## config.mk

```make
export PLATFORM = sky130hd
export DESIGN_NAME = tcd_ext_divider
export DESIGN_NICKNAME = d
export VERILOG_FILES = /design/src/rtl/tcd_pkg.sv /design/src/rtl/tcd_regs.sv /design/src/rtl/tcd_edge_sync.sv /design/src/rtl/tcd_count.sv /design/src/rtl/tcd_pin_gate.sv /design/src/rtl/tcd_ext_divider.sv
export SDC_FILE = /design/constraint.sdc
export NUM_CORES = 1
export LEC_CHECK = 0
export BUFFER_PORTS_ARGS = -buffer_cell sky130_fd_sc_hd__buf_2
export CAP_MARGIN = 15
export CORE_MARGIN = 2
export CORE_UTILIZATION = 33
export CTS_CLUSTER_SIZE = 14
export DETAILED_ROUTE_END_ITERATION = 7
export REMOVE_ABC_BUFFERS = 1
export SYNTH_ARGS = -nofsm -noshare
export SYNTH_HDL_FRONTEND = slang
export SYNTH_SLANG_ARGS = --single-unit
export TNS_END_PERCENT = 100
```

## constraint.sdc

```tcl
create_clock -name clk_i -period 1.7 [get_ports clk_i]
set_input_delay 0.085 -clock clk_i [delete_from_list [all_inputs] [get_ports clk_i]]
set_output_delay 0.085 -clock clk_i [all_outputs]
set_load 0.01 [all_outputs]
```

## src/rtl/tcd_pkg.sv

```systemverilog
package tcd_pkg;
  typedef enum logic [1:0] {
    REG_REF   = 2'd0,
    REG_MODE  = 2'd1,
    REG_OUTEN = 2'd2
  } reg_sel_e;

  localparam int MODE_SRC_BIT  = 6;
  localparam int MODE_EDGE_HI  = 5;
  localparam int MODE_EDGE_LO  = 4;
  localparam int MODE_CLR_BIT  = 3;
  localparam int MODE_RUN_BIT  = 2;

  localparam logic [1:0] EDGE_RISE = 2'b00;
  localparam logic [1:0] EDGE_FALL = 2'b01;

  typedef struct packed {
    logic       src;
    logic [1:0] edge_sel;
    logic       run;
  } mode_t;
endpackage

```

## src/rtl/tcd_regs.sv

```systemverilog
module tcd_regs
  import tcd_pkg::*;
#(
  parameter int DATA_W = 8
) (
  input  logic              clk_i,
  input  logic              rst_ni,
  input  logic              wr_en_i,
  input  logic [1:0]        wr_addr_i,
  input  logic [DATA_W-1:0] wr_data_i,
  output logic [DATA_W-1:0] ref_o,
  output mode_t             mode_o,
  output logic              oe_o,
  output logic              clr_o
);
  logic [DATA_W-1:0] ref_q;
  mode_t             mode_q;
  logic              oe_q;

  always_ff @(posedge clk_i or negedge rst_ni) begin
    if (!rst_ni) begin
      ref_q  <= '0;
      mode_q <= '0;
      oe_q   <= 1'b0;
    end else if (wr_en_i) begin
      case (reg_sel_e'(wr_addr_i))
        REG_REF:   ref_q <= wr_data_i;
        REG_MODE: begin
          mode_q.src      <= wr_data_i[MODE_SRC_BIT];
          mode_q.edge_sel <= wr_data_i[MODE_EDGE_HI:MODE_EDGE_LO];
          mode_q.run      <= wr_data_i[MODE_RUN_BIT];
        end
        REG_OUTEN: oe_q <= wr_data_i[0];
        default: ;
      endcase
    end
  end

  // clear is an action, not stored state
  assign clr_o  = wr_en_i && (reg_sel_e'(wr_addr_i) == REG_MODE) && wr_data_i[MODE_CLR_BIT];
  assign ref_o  = ref_q;
  assign mode_o = mode_q;
  assign oe_o   = oe_q;
endmodule

```

## src/rtl/tcd_edge_sync.sv

```systemverilog
module tcd_edge_sync
  import tcd_pkg::*;
#(
  parameter int SYNC_STAGES = 2
) (
  input  logic       clk_i,
  input  logic       rst_ni,
  input  logic       ext_i,
  input  logic       en_i,
  input  logic [1:0] edge_sel_i,
  output logic       pulse_o
);
  logic [SYNC_STAGES-1:0] sync_q;
  logic                   prev_q;
  logic                   sampled;
  logic                   rise, fall;

  always_ff @(posedge clk_i or negedge rst_ni) begin
    if (!rst_ni) begin
      sync_q <= '0;
      prev_q <= 1'b0;
    end else begin
      sync_q <= {sync_q[SYNC_STAGES-2:0], ext_i};
      prev_q <= sampled;
    end
  end

  assign sampled = sync_q[SYNC_STAGES-1];
  assign rise    = sampled & ~prev_q;
  assign fall    = ~sampled & prev_q;

  always_comb begin
    case (edge_sel_i)
      EDGE_RISE: pulse_o = en_i & rise;
      EDGE_FALL: pulse_o = en_i & fall;
      default:   pulse_o = en_i & (rise | fall);
    endcase
  end

  // a pulse always marks a real transition of the synchronized input
  a_r4_pulse_on_change: assert property (@(posedge clk_i) disable iff (!rst_ni)
    pulse_o |-> (sampled != prev_q));
endmodule

```

## src/rtl/tcd_count.sv

```systemverilog
module tcd_count #(
  parameter int CNT_W = 8
) (
  input  logic             clk_i,
  input  logic             rst_ni,
  input  logic             pulse_i,
  input  logic             clr_i,
  input  logic [CNT_W-1:0] ref_i,
  output logic             tff_o
);
  localparam logic [CNT_W-1:0] ONE = CNT_W'(1);

  logic [CNT_W-1:0] cnt_q;
  logic             tff_q;
  logic             hit;

  assign hit = (cnt_q == ref_i);

  always_ff @(posedge clk_i or negedge rst_ni) begin
    if (!rst_ni) begin
      cnt_q <= '0;
      tff_q <= 1'b0;
    end else if (clr_i) begin
      cnt_q <= '0;
      tff_q <= 1'b0;
    end else if (pulse_i) begin
      if (hit) begin
        cnt_q <= '0;
        tff_q <= ~tff_q;
      end else begin
        cnt_q <= cnt_q + ONE;
      end
    end
  end

  assign tff_o = tff_q;

  a_r6_match_wrap: assert property (@(posedge clk_i) disable iff (!rst_ni)
    (pulse_i && !clr_i && cnt_q == ref_i) |=> (cnt_q == '0 && tff_q != $past(tff_q)));

  a_r6_increment: assert property (@(posedge clk_i) disable iff (!rst_ni)
    (pulse_i && !clr_i && cnt_q != ref_i) |=> (cnt_q == $past(cnt_q) + ONE && $stable(tff_q)));

  a_r5_idle_hold: assert property (@(posedge clk_i) disable iff (!rst_ni)
    (!pulse_i && !clr_i) |=> ($stable(cnt_q) && $stable(tff_q)));

  a_r7_clear_wins: assert property (@(posedge clk_i) disable iff (!rst_ni)
    clr_i |=> (cnt_q == '0 && !tff_q));
endmodule

```

## src/rtl/tcd_pin_gate.sv

```systemverilog
module tcd_pin_gate (
  input  logic tff_i,
  input  logic oe_i,
  input  logic latch_i,
  input  logic dir_i,
  output logic pin_o,
  output logic pin_oe_o
);
  assign pin_o    = (tff_i & oe_i) | latch_i;
  assign pin_oe_o = dir_i;
endmodule

```

## src/rtl/tcd_ext_divider.sv

```systemverilog
module tcd_ext_divider
  import tcd_pkg::*;
#(
  parameter int CNT_W       = 8,
  parameter int SYNC_STAGES = 2
) (
  input  logic             clk_i,
  input  logic             rst_ni,
  input  logic             wr_en_i,
  input  logic [1:0]       wr_addr_i,
  input  logic [CNT_W-1:0] wr_data_i,
  input  logic             ext_clk_i,
  input  logic             port_dir_i,
  input  logic             port_latch_i,
  output logic             clk_out_o,
  output logic             clk_out_oe_o
);
  logic [CNT_W-1:0] ref_val;
  mode_t            mode;
  logic             oe;
  logic             clr;
  logic             cnt_en;
  logic             cnt_pulse;
  logic             tff;

  tcd_regs #(.DATA_W(CNT_W)) u_regs (
    .clk_i     (clk_i),
    .rst_ni    (rst_ni),
    .wr_en_i   (wr_en_i),
    .wr_addr_i (wr_addr_i),
    .wr_data_i (wr_data_i),
    .ref_o     (ref_val),
    .mode_o    (mode),
    .oe_o      (oe),
    .clr_o     (clr)
  );

  assign cnt_en = mode.run & ~mode.src;

  tcd_edge_sync #(.SYNC_STAGES(SYNC_STAGES)) u_edge (
    .clk_i      (clk_i),
    .rst_ni     (rst_ni),
    .ext_i      (ext_clk_i),
    .en_i       (cnt_en),
    .edge_sel_i (mode.edge_sel),
    .pulse_o    (cnt_pulse)
  );

  tcd_count #(.CNT_W(CNT_W)) u_count (
    .clk_i   (clk_i),
    .rst_ni  (rst_ni),
    .pulse_i (cnt_pulse),
    .clr_i   (clr),
    .ref_i   (ref_val),
    .tff_o   (tff)
  );

  tcd_pin_gate u_gate (
    .tff_i    (tff),
    .oe_i     (oe),
    .latch_i  (port_latch_i),
    .dir_i    (port_dir_i),
    .pin_o    (clk_out_o),
    .pin_oe_o (clk_out_oe_o)
  );

  a_r5_gated_count: assert property (@(posedge clk_i) disable iff (!rst_ni)
    cnt_pulse |-> (mode.run && !mode.src));
endmodule

```

==> reports/qor.yml <==
cts:
  cts.clk_slew.worst_paths_ns: 0.08
  clk_latency_ns: 0.27
  cts-root-buf: "clkbuf_8"
  cts_buffers: 3
  htreeDepth: 1
  ctsLongestPathBuffers: 2
  cts_tree: "built"
  cts.sinks: 25
sta:
  worstMarginPinSlew_ns: 0.555
  skew_ns: 0.00240
  rsz0062_at_grt: "true"
  fin_crit_sh: 0.999
  hold_viol: 0
  fin_crit_ns: 1.70
  setup_violations: 0
  slew_violations: 0
  relSlewSlack: 0.630
  max_freq_mhz: 589
global_route:
  grtUsageTotal: 0.137
  use_met2: 0.211
  use_met1: 0.191
  first_global_vias: 924
  grt_overflow_total: 0
  grt_start_max_net_pins: 26
  top_usage_layer: "met2"
  grt_antenna_before_repair: 0
  gr-usage-met3: 0.0101
  grt_pass1_wl_mm: 4.50
floorplanning:
  die_w_um: 66.7
  die-area_um2: 4450
  io_pins: 18
  die_h_um: 66.7
  std_cell_rows: 22
  core_area_um2: 3720
  start_util: 0.349
logic_synthesis:
  async_flop_share: 1.00
  syn-instance-count: 106
  syn_avg_cell_area_um2: 12.2
  synth_cell_type_count: 36
  synth_ff_type: "dfrtp_1"
  yosysTopAreaCell: "dfrtp_1"
  yosysTopAreaCellShare: 0.482
  ys_ff_latch: 25
  synth_warnings: 0
  ys_seq_area_frac: 0.482
  synth_edf_count: 0
  synth_area_leaders: "dfrtp_1, mux2_2, xnor2_1, o311ai_2, ha_1"
  syn-cell-area_um2: 1300
power_and_ir_drop:
  power.switching_uw: 517
  p_total_mw: 1.65
  leakagePower_nw: 0.710
  swShare: 0.313
  pwr-share-clk: 0.217
  peakVddDrop_mv: 0.532
  power_density_nw_per_um2: 1030
  p_comb_frac: 0.297
  pwr-share-seq: 0.485
  p_int_mw: 1.14
layout:
  fin_nets: 153
  area_growth_pct: 24.2
  antennaDiodeCount: 0
  fillers: 346
  final_layout_size_suffix_gt1_frac: 0.474
  final_area_um2: 1610
  final_cells: 181
placed_design:
  io_buffers: 15
  dp_cells: 174
  placed_cell_area_um2: 1470
  gp_congestion: 0.804
detailed_routing:
  drc_errors: 0
  wl_per_cell_um: 14.7
  via_count: 921
  routed_via_density: 5.09
  drtIter0Drc: 35
  dr.pass1.iters: 4
  ant_nets: 0
  drt-total-wl_mm: 2.65
setup_path:
  cp-end-kind: "register"
  crit_type: "reg2reg"
  required_ns: 1.88
  cp_max_fo: 7
  start_kind: "register"
  worstPathArrival_ns: 1.88
run_status:
  status: "complete, no violations"
job:
  maxCapViolCount: 0
worst_hold_path:
  hold_class: "in2reg"
## synth_stat cells (2+ instances only)
cell type,n
buf_4,2
dfrtp_1,25
ha_1,3
inv_1,4
mux2_2,13
nand2_1,9
nand3_1,3
nand4_1,2
nand4b_1,2
nor2_1,3
o21ai_0,3
o22ai_1,2
o2bb2ai_1,2
o311ai_2,3
or2_2,2
xnor2_1,8
## path summary, 6_finish.rpt
| kind | from | endpoint | slack (ns) | cells after the start |
|---|---|---|---|---|
| worst max-delay path | u_edge.prev_q | u_count.cnt_q[5] | 0.001 | 7 |
| worst min-delay path | wr_data_i[7] | u_regs.ref_o[7] | 0.04 | 2 |
| worst max register to register | u_edge.prev_q | u_count.cnt_q[5] | 0.001 | 7 |
| worst min register to register | u_edge.sync_q[0] | u_edge.sync_q[1] | 0.37 | 0 |
| max in group asynchronous | rst_ni | u_count.cnt_q[1] | 1.01 | 2 |
| min in group asynchronous | rst_ni | u_count.cnt_q[4] | 0.33 | 2 |
## cells in the final DEF, fill, tap and decap left out, drive strengths merged, types with 2 or more instances in the layout
cell type	netlist	final
dfrtp	25	25
buf	3	24
mux2	14	14
nand2	9	9
xnor2	8	8
nor2	5	5
inv	4	4
o21ai	4	4
clkbuf	0	4
nand3	3	3
nand4	3	3
or2	3	3
o311ai	3	3
ha	3	3
nand4b	2	2
o2bb2ai	2	2
dlygate4sd3	0	2
nand3b	2	2
o22ai	2	2
## cell type report
type | instances | area, µm² | share of cell area
clock buffers | 4 | 45.0 | 0.0280
inverters | 4 | 15.0 | 0.00932
multi-input cells | 74 | 687 | 0.426
flip-flops and latches | 25 | 626 | 0.388
well taps | 48 | 60.1 | 0.0373
repair buffers | 26 | 179 | 0.111
## worst max-delay path: stages, from the launching register on
cell	delay, ns
dfrtp_1	0.40
inv_1	0.07
ha_2	0.26
nand2_1	0.06
o2111a_2	0.24
nor2_4	0.04
or2_4	0.31
o311ai_4	0.23
## power by group through the flow
stage / Clock (mW) / Sequential (mW) / Combinational [mW]
floorplan: 0 / 0.794 / 0.292
global placement: 0 / 0.806 / 0.421
detailed placement: 0 / 0.814 / 0.425
CTS: 0.370 / 0.801 / 0.471
global route: 0.390 / 0.816 / 0.546
finish: 0.359 / 0.802 / 0.492
## repair_timing
action,in CTS,in global routing
gates cloned,0,0
gates resized for setup,8,5
hold buffers,2,0
setup buffers,1,0
setup endpoints to repair,7,8
pin swaps,4,8
hold endpoints to repair,26,0
## state kept, by name, indices dropped and copies added, names as in the netlist
signal         count
u_count.tff_o      1
u_regs.oe_o        1
u_regs.mode_o      4
u_count.cnt_q      8
u_edge.sync_q      2
u_regs.ref_o       8
u_edge.prev_q      1
## routing by layer
metal / routed length, µm / vias up
li1: - / 436
met1: 1200 / 450
met2: 1290 / 30
met3: 95 / 5
met4: 67 / 0
met5: 0 / -
## through the flow
stage	setup WS (ns)	hold slack (ns)	utilization	TNS [ns]
2_1_floorplan	-0.0577	-0.211	-	-0.226
3_3_place_gp	-0.0295	0.106	0.395	-0.120
3_5_place_dp	-0.116	0.109	0.395	-0.605
4_1_cts	-0.0166	0.0392	0.425	-0.0247
5_1_grt	-0.0612	0.0347	0.434	-0.348
6_report	0.00134	0.0402	0.434	0
## cells by family after synthesis
logic type | count (synthesis) | share of synthesized area
multiplexers | 14 | 0.122
adder cells (fa/ha/maj) | 3 | 0.0289
buffers and inverters | 7 | 0.0318
AND/OR/NAND/NOR | 32 | 0.159
AO/OA/AOI/OAI | 17 | 0.122
flip-flops | 25 | 0.482
XOR/XNOR | 8 | 0.0540
No activity file was read; power rests on OpenSTA's default activity.
